[src/rtl/gpio_ports.sv]
module gpio_ports #(
  parameter int NPINS = 29,
  parameter int AW    = 8
) (
  input  logic             clk,
  input  logic             rst_n,
  input  logic [AW-1:0]    bus_addr,
  input  logic             bus_wr,
  input  logic [7:0]       bus_wdata,
  output logic [7:0]       bus_rdata,
  input  logic [NPINS-1:0] pad_in,
  output logic [NPINS-1:0] pad_out,
  output logic [NPINS-1:0] pad_drive_en,
  output logic [NPINS-1:0] pad_pushpull,
  output logic [NPINS-1:0] pad_pullup
);
  localparam int NPORTS = (NPINS + 7) / 8;
  localparam int FULL   = NPORTS * 8;
  localparam int NEV    = 16;
  localparam logic [AW-1:0] A_SEL = AW'(8'hF0);
  localparam logic [AW-1:0] A_CFG = AW'(8'hF1);

  function automatic logic [AW-1:0] dout_off(input int p);
    return (p < 2) ? AW'(4 * p) : AW'(8 + 2 * (p - 2));
  endfunction

  logic [FULL-1:0]  dout_q, s1_q, s2_q, prev_q, in_ext;
  logic [NEV-1:0]   ev_en_q, ev_st_q, ev_set;
  logic [7:0]       sel_q;
  logic [NPINS-1:0] oe_q, pp_q, pu_q;
  logic [5:0]       pin_idx;
  logic             sel_ok, cfg_wr;
  logic [2:0]       cfg_rd;

  always_comb begin
    in_ext = '0;
    in_ext[NPINS-1:0] = pad_in;
  end

  assign pin_idx = {sel_q[6:4], sel_q[2:0]};
  assign sel_ok  = (int'(pin_idx) < NPINS);
  assign cfg_wr  = bus_wr && bus_addr == A_CFG && sel_ok;
  assign ev_set  = s2_q[NEV-1:0] & ~prev_q[NEV-1:0] & ev_en_q;

  always_ff @(posedge clk or negedge rst_n) begin
    if (!rst_n) begin
      s1_q   <= '0;
      s2_q   <= '0;
      prev_q <= '0;
    end else begin
      s1_q   <= in_ext;
      s2_q   <= s1_q;
      prev_q <= s2_q;
    end
  end

  always_ff @(posedge clk or negedge rst_n) begin
    if (!rst_n) begin
      dout_q <= '0;
    end else if (bus_wr) begin
      for (int p = 0; p < NPORTS; p++)
        if (bus_addr == dout_off(p)) dout_q[p*8 +: 8] <= bus_wdata;
    end
  end

  always_ff @(posedge clk or negedge rst_n) begin
    if (!rst_n) begin
      ev_en_q <= '0;
      ev_st_q <= '0;
    end else begin
      logic [NEV-1:0] clr;
      clr = '0;
      for (int p = 0; p < 2; p++) begin
        if (bus_wr && bus_addr == AW'(4 * p + 2)) ev_en_q[p*8 +: 8] <= bus_wdata;
        if (bus_wr && bus_addr == AW'(4 * p + 3)) clr[p*8 +: 8] = bus_wdata;
      end
      ev_st_q <= (ev_st_q & ~clr) | ev_set;
    end
  end

  always_ff @(posedge clk or negedge rst_n) begin
    if (!rst_n) begin
      sel_q <= '0;
      oe_q  <= '0;
      pp_q  <= '0;
      pu_q  <= '0;
    end else begin
      if (bus_wr && bus_addr == A_SEL) sel_q <= bus_wdata & 8'h77;
      for (int i = 0; i < NPINS; i++)
        if (cfg_wr && pin_idx == 6'(i)) begin
          oe_q[i] <= bus_wdata[0];
          pp_q[i] <= bus_wdata[1];
          pu_q[i] <= bus_wdata[2];
        end
    end
  end

  always_comb begin
    cfg_rd = '0;
    for (int i = 0; i < NPINS; i++)
      if (pin_idx == 6'(i)) cfg_rd = {pu_q[i], pp_q[i], oe_q[i]};
  end

  always_comb begin
    bus_rdata = '0;
    for (int p = 0; p < NPORTS; p++) begin
      if (bus_addr == dout_off(p))          bus_rdata = dout_q[p*8 +: 8];
      if (bus_addr == dout_off(p) + AW'(1)) bus_rdata = s2_q[p*8 +: 8];
    end
    for (int p = 0; p < 2; p++) begin
      if (bus_addr == AW'(4 * p + 2)) bus_rdata = ev_en_q[p*8 +: 8];
      if (bus_addr == AW'(4 * p + 3)) bus_rdata = ev_st_q[p*8 +: 8];
    end
    if (bus_addr == A_SEL) bus_rdata = sel_q;
    if (bus_addr == A_CFG && sel_ok) bus_rdata = {5'b0, cfg_rd};
  end

  assign pad_out      = dout_q[NPINS-1:0];
  assign pad_drive_en = oe_q & (pp_q | ~pad_out);
  assign pad_pushpull = pp_q;
  assign pad_pullup   = pu_q;

  p_evt_set_r4: assert property (@(posedge clk) disable iff (!rst_n)
    1'b1 |=> ((ev_st_q & $past(ev_set)) == $past(ev_set)));

  p_evt_cause_r4: assert property (@(posedge clk) disable iff (!rst_n)
    1'b1 |=> ((ev_st_q & ~$past(ev_st_q) & ~$past(ev_set)) == '0));

  p_od_high_undriven_r8: assert property (@(posedge clk) disable iff (!rst_n)
    ((pad_drive_en & ~pad_pushpull & pad_out) == '0));

  p_bad_sel_ignored_r9: assert property (@(posedge clk) disable iff (!rst_n)
    (bus_wr && bus_addr == A_CFG && !sel_ok) |=> $stable({oe_q, pp_q, pu_q}));

  p_sync_delay_r3: assert property (@(posedge clk) disable iff (!rst_n)
    $rose(s2_q[0]) |-> $past(s1_q[0]));
endmodule

[config.mk]
export PLATFORM = sky130hd
export DESIGN_NAME = gpio_ports
export DESIGN_NICKNAME = d
export VERILOG_FILES = /design/src/rtl/gpio_ports.sv
export SDC_FILE = /design/constraint.sdc
export NUM_CORES = 1
export LEC_CHECK = 0
export BUFFER_PORTS_ARGS = -buffer_cell sky130_fd_sc_hd__buf_4
export CORE_MARGIN = 8
export CORE_UTILIZATION = 40
export DETAILED_ROUTE_END_ITERATION = 8
export PLACE_DENSITY_LB_ADDON = 0.12
export RECOVER_POWER = 50
export SLEW_MARGIN = 10
export SYNTH_ARGS = -nofsm -noshare
export SYNTH_HDL_FRONTEND = slang
export SYNTH_SLANG_ARGS = --single-unit
[constraint.sdc]
create_clock -name clk -period 8.51 [get_ports clk]
set_input_delay 2.1275 -clock clk [delete_from_list [all_inputs] [get_ports clk]]
set_output_delay 2.1275 -clock clk [all_outputs]
set_load 0.01 [all_outputs]
==> flow_summary_export.csv <==
group,metric,value,unit
logic_synthesis,syn_area,10850,um^2
run_status,outcome,"complete, but fails checks",
worst_setup_path,reg2reg_depth,6,
placement,place.gp.congestion,0.8640,
sta,fin_crit_sh,0.8064,
clock_tree,h-tree-depth,1,
power,p_sw,0.0005654,W
clock_tree,clk_pin_slew_worst_paths,0.06,ns
power,pwr-share-clk,0.443,
logic_synthesis,yosys-top-cells-count,"231 x dfrtp_1, 150 x mux2_2, 74 x nand2_1",
logic_synthesis,synth_seq_cells,231,
power,p_int,0.001820,W
power,pwr-share-seq,0.491,
sta,tns,0,ns
floorplan,core_area,26800,um^2
detailed_routing,dr.pass1.iters,6,
detailed_routing,wl_per_cell,24.00,um
clock_tree,clockRootBuffer,"clkbuf_16",
global_route,grt_pass1_vias,8097,
power,power.density,187.3,nW/um^2
floorplan,dieArea,32650,um^2
floorplan,dieWidth,180.7,um
finish,finalNetCount,1107,
sta,hold_viol,0,
detailed_routing,via_per_inst,5.567,
clock_tree,cts_made_buffers,25,
global_route,grt_start_max_net_pins,127,
power,combPwrFrac,0.066,
worst_setup_path,crit_path_end_kind,"primary output",
worst_setup_path,cp.arrival,4.74,ns
power,p_sw_frac,0.2370,
sta,fin_crit,6.863,ns
floorplan,die_height,180.7,um
detailed_routing,drt_iter0_drc,739,
finish,fin_cells,1417,
clock_tree,clk_latency,0.52,ns
logic_synthesis,synth_warnings,0,
sta,rsz0062_at_grt,"false",
global_route,antenna_found_initial,0,
placement,post-dp-hpwl,24350,um
sta,drv_slew,35,
detailed_routing,ant_nets,0,
min_path,holdPathStages,0,
worst_setup_path,cp_max_fo,51,
logic_synthesis,ys_seq_area_frac,0.5327,
sta,tightest_slew,1.720,ns
finish,antennaDiodeCount,0,
worst_setup_path,critical_path.startpoint,"bus_addr[0]",
detailed_routing,routed_wl,34000,um
clock_tree,ctsResizeCount,0,
floorplan,io_pins,172,
min_path,min_from,"s1_q[7]$_DFF_PN0_",
worst_setup_path,critPathRequiredTime,6.38,ns
sta,max_slew_margin,-0.1470,
clock_tree,hold_buffers,0,
sta,fmax,0.1457,GHz
logic_synthesis,synth_edf_count,0,
logic_synthesis,async_reset_ff_frac,1.000,
clock_tree,cts_tree,"built",
logic_synthesis,syn_avg_cell_area,11.54,um^2
clock_tree,cts_buffer_depth,3,
logic_synthesis,ys_top_cells_by_area,"dfrtp_1 53%, mux2_2 16%, nand2_1 2.6%",
logic_synthesis,synth_nets,988,
logic_synthesis,synth_flop_cell,"dfrtp_1",
finish,layout-drive-gt1-share,0.3086,
power,p_leak,5.529,nW
logic_synthesis,ys_types,73,
clock_tree,cts_setup_buffers,0,
power,ir_drop,0.0001688,V
global_route,grt_pass1_wl,52540,um
placement,dp.cells,1373,
detailed_routing,drc,0,
logic_synthesis,yosysTopAreaCell,"dfrtp_1",
logic_synthesis,syn_inst,940,
floorplan,start_util,0.4049,
worst_setup_path,critPathKind,"in -> out",
floorplan,placementRows,60,
placement,io_buffers,171,
finish,areaGrowthSynthToFinish,17.39,%
logic_synthesis,synth_most_common_cell,"dfrtp_1",
sta,setup_viol,0,
run_status,failed_checks,"capacitance limit, slew limit",
detailed_routing,dr_total_vias,7888,
worst_setup_path,r2r-start,"sel_q[0]$_DFFE_PN0P_",
global_route,grt_overflow,0,
worst_setup_path,critPathLaunchType,"primary input",
clock_tree,numClockSinks,231,
logic_synthesis,synth_top_area_frac,0.5327,
sta,finClkSkew,0.01038,ns
run,max-cap-violations,1,
min_path,hp-class,"reg -> reg",
global_route,grtUsageTotal,0.2059,
[state kept, by name (all words and copies together) (netlist names)]
register      cells
dout_q           32
oe_q             29
pad_pullup       29
pad_pushpull     29
s1_q             29
s2_q             29
ev_en_q          16
ev_st_q          16
prev_q           16
sel_q             6
[through the flow]
step | setup WS [ns] | total power, W | hold WS (ns) | utilization | instance area, um^2
2_1_floorplan | 2.677 | 0.001261 | 0.3312 | - | 10850
3_3_place_gp | 1.782 | 0.001354 | 0.3318 | 0.4536 | 12160
3_5_place_dp | 1.751 | 0.001353 | 0.3347 | 0.4536 | 12160
4_1_cts | 1.745 | 0.002421 | 0.3444 | 0.4839 | 12970
5_1_grt | 1.540 | 0.002480 | 0.3508 | 0.4753 | 12740
6_report | 1.647 | 0.002386 | 0.3429 | 0.4753 | 12740
[final cells by class]
cell class | instances | area, um^2
Clock buffer | 36 | 737.0
Clock inverter | 8 | 75.07
Fill cell | 2581 | 14060
Inverter | 35 | 131.4
Multi-Input combinational cell | 588 | 4473
Sequential cell | 231 | 5783
Tap cell | 341 | 426.7
Timing Repair Buffer | 178 | 1111
[cell families after synthesis]
| group | after synthesis | synth area share |
|---|---|---|
| multiplexers | 174 | 0.1814 |
| XOR/XNOR | 1 | 0.0008073 |
| AND/OR/NAND/NOR | 229 | 0.1101 |
| flip-flops | 231 | 0.5327 |
| AO/OA/AOI/OAI | 184 | 0.1199 |
| buffers and inverters | 121 | 0.05501 |
[layer usage]
metal / vias up / part of all wire / GRT usage
li1: 3608 / - / -
met1: 4007 / 0.46 / 0.2833
met2: 222 / 0.47 / 0.3294
met3: 51 / 0.046 / 0.03450
met4: 0 / 0.029 / 0.06052
met5: - / 0 / 0
[power by group through the flow]
stage          registers (W)  clock network [W]  logic [W]
2_1_floorplan        0.00117                  0  0.0000940
3_3_place_gp         0.00119                  0   0.000162
3_5_place_dp         0.00119                  0   0.000162
4_1_cts              0.00117            0.00109   0.000162
5_1_grt              0.00118            0.00113   0.000173
6_report             0.00117            0.00106   0.000157
[path summary, 6_finish.rpt]
| kind | slack [ns] | endpoint |
|---|---|---|
| max | 1.65 | bus_rdata[2] |
| min | 0.34 | s2_q[7]$_DFF_PN0_ |
| max in group asynchronous | 4.63 | ev_st_q[12]$_DFF_PN0_ |
| max reg2reg | 5.57 | pad_pullup[2]$_DFFE_PN0P_ |
| min reg2reg | 0.34 | s2_q[7]$_DFF_PN0_ |
| min in group asynchronous | 1.68 | oe_q[23]$_DFFE_PN0P_ |
[worst max-delay path, stage by stage]
cell       delay, ns
buf_4           0.46
clkinv_1        0.50
o2111ai_1       0.32
a31oi_1         0.06
or3_1           0.38
a21boi_0        0.43
o21bai_1        0.25
buf_4           0.18
[layout by cell type, fill, tap and decap left out, drive strengths merged, types with 7 or more instances in the layout]
master / instances
clkbuf: 127
nor3: 20
nand3: 22
o2bb2ai: 17
dfrtp: 231
inv: 35
nand2: 77
mux2: 151
a21boi: 28
o22ai: 11
a31oi: 12
o21ai: 29
mux2i: 20
o211ai: 7
nand2b: 9
a22oi: 9
a21oi: 25
a211oi: 9
nor2b: 7
nor2: 53
buf: 87
No activity file was read; power rests on OpenSTA's default activity.
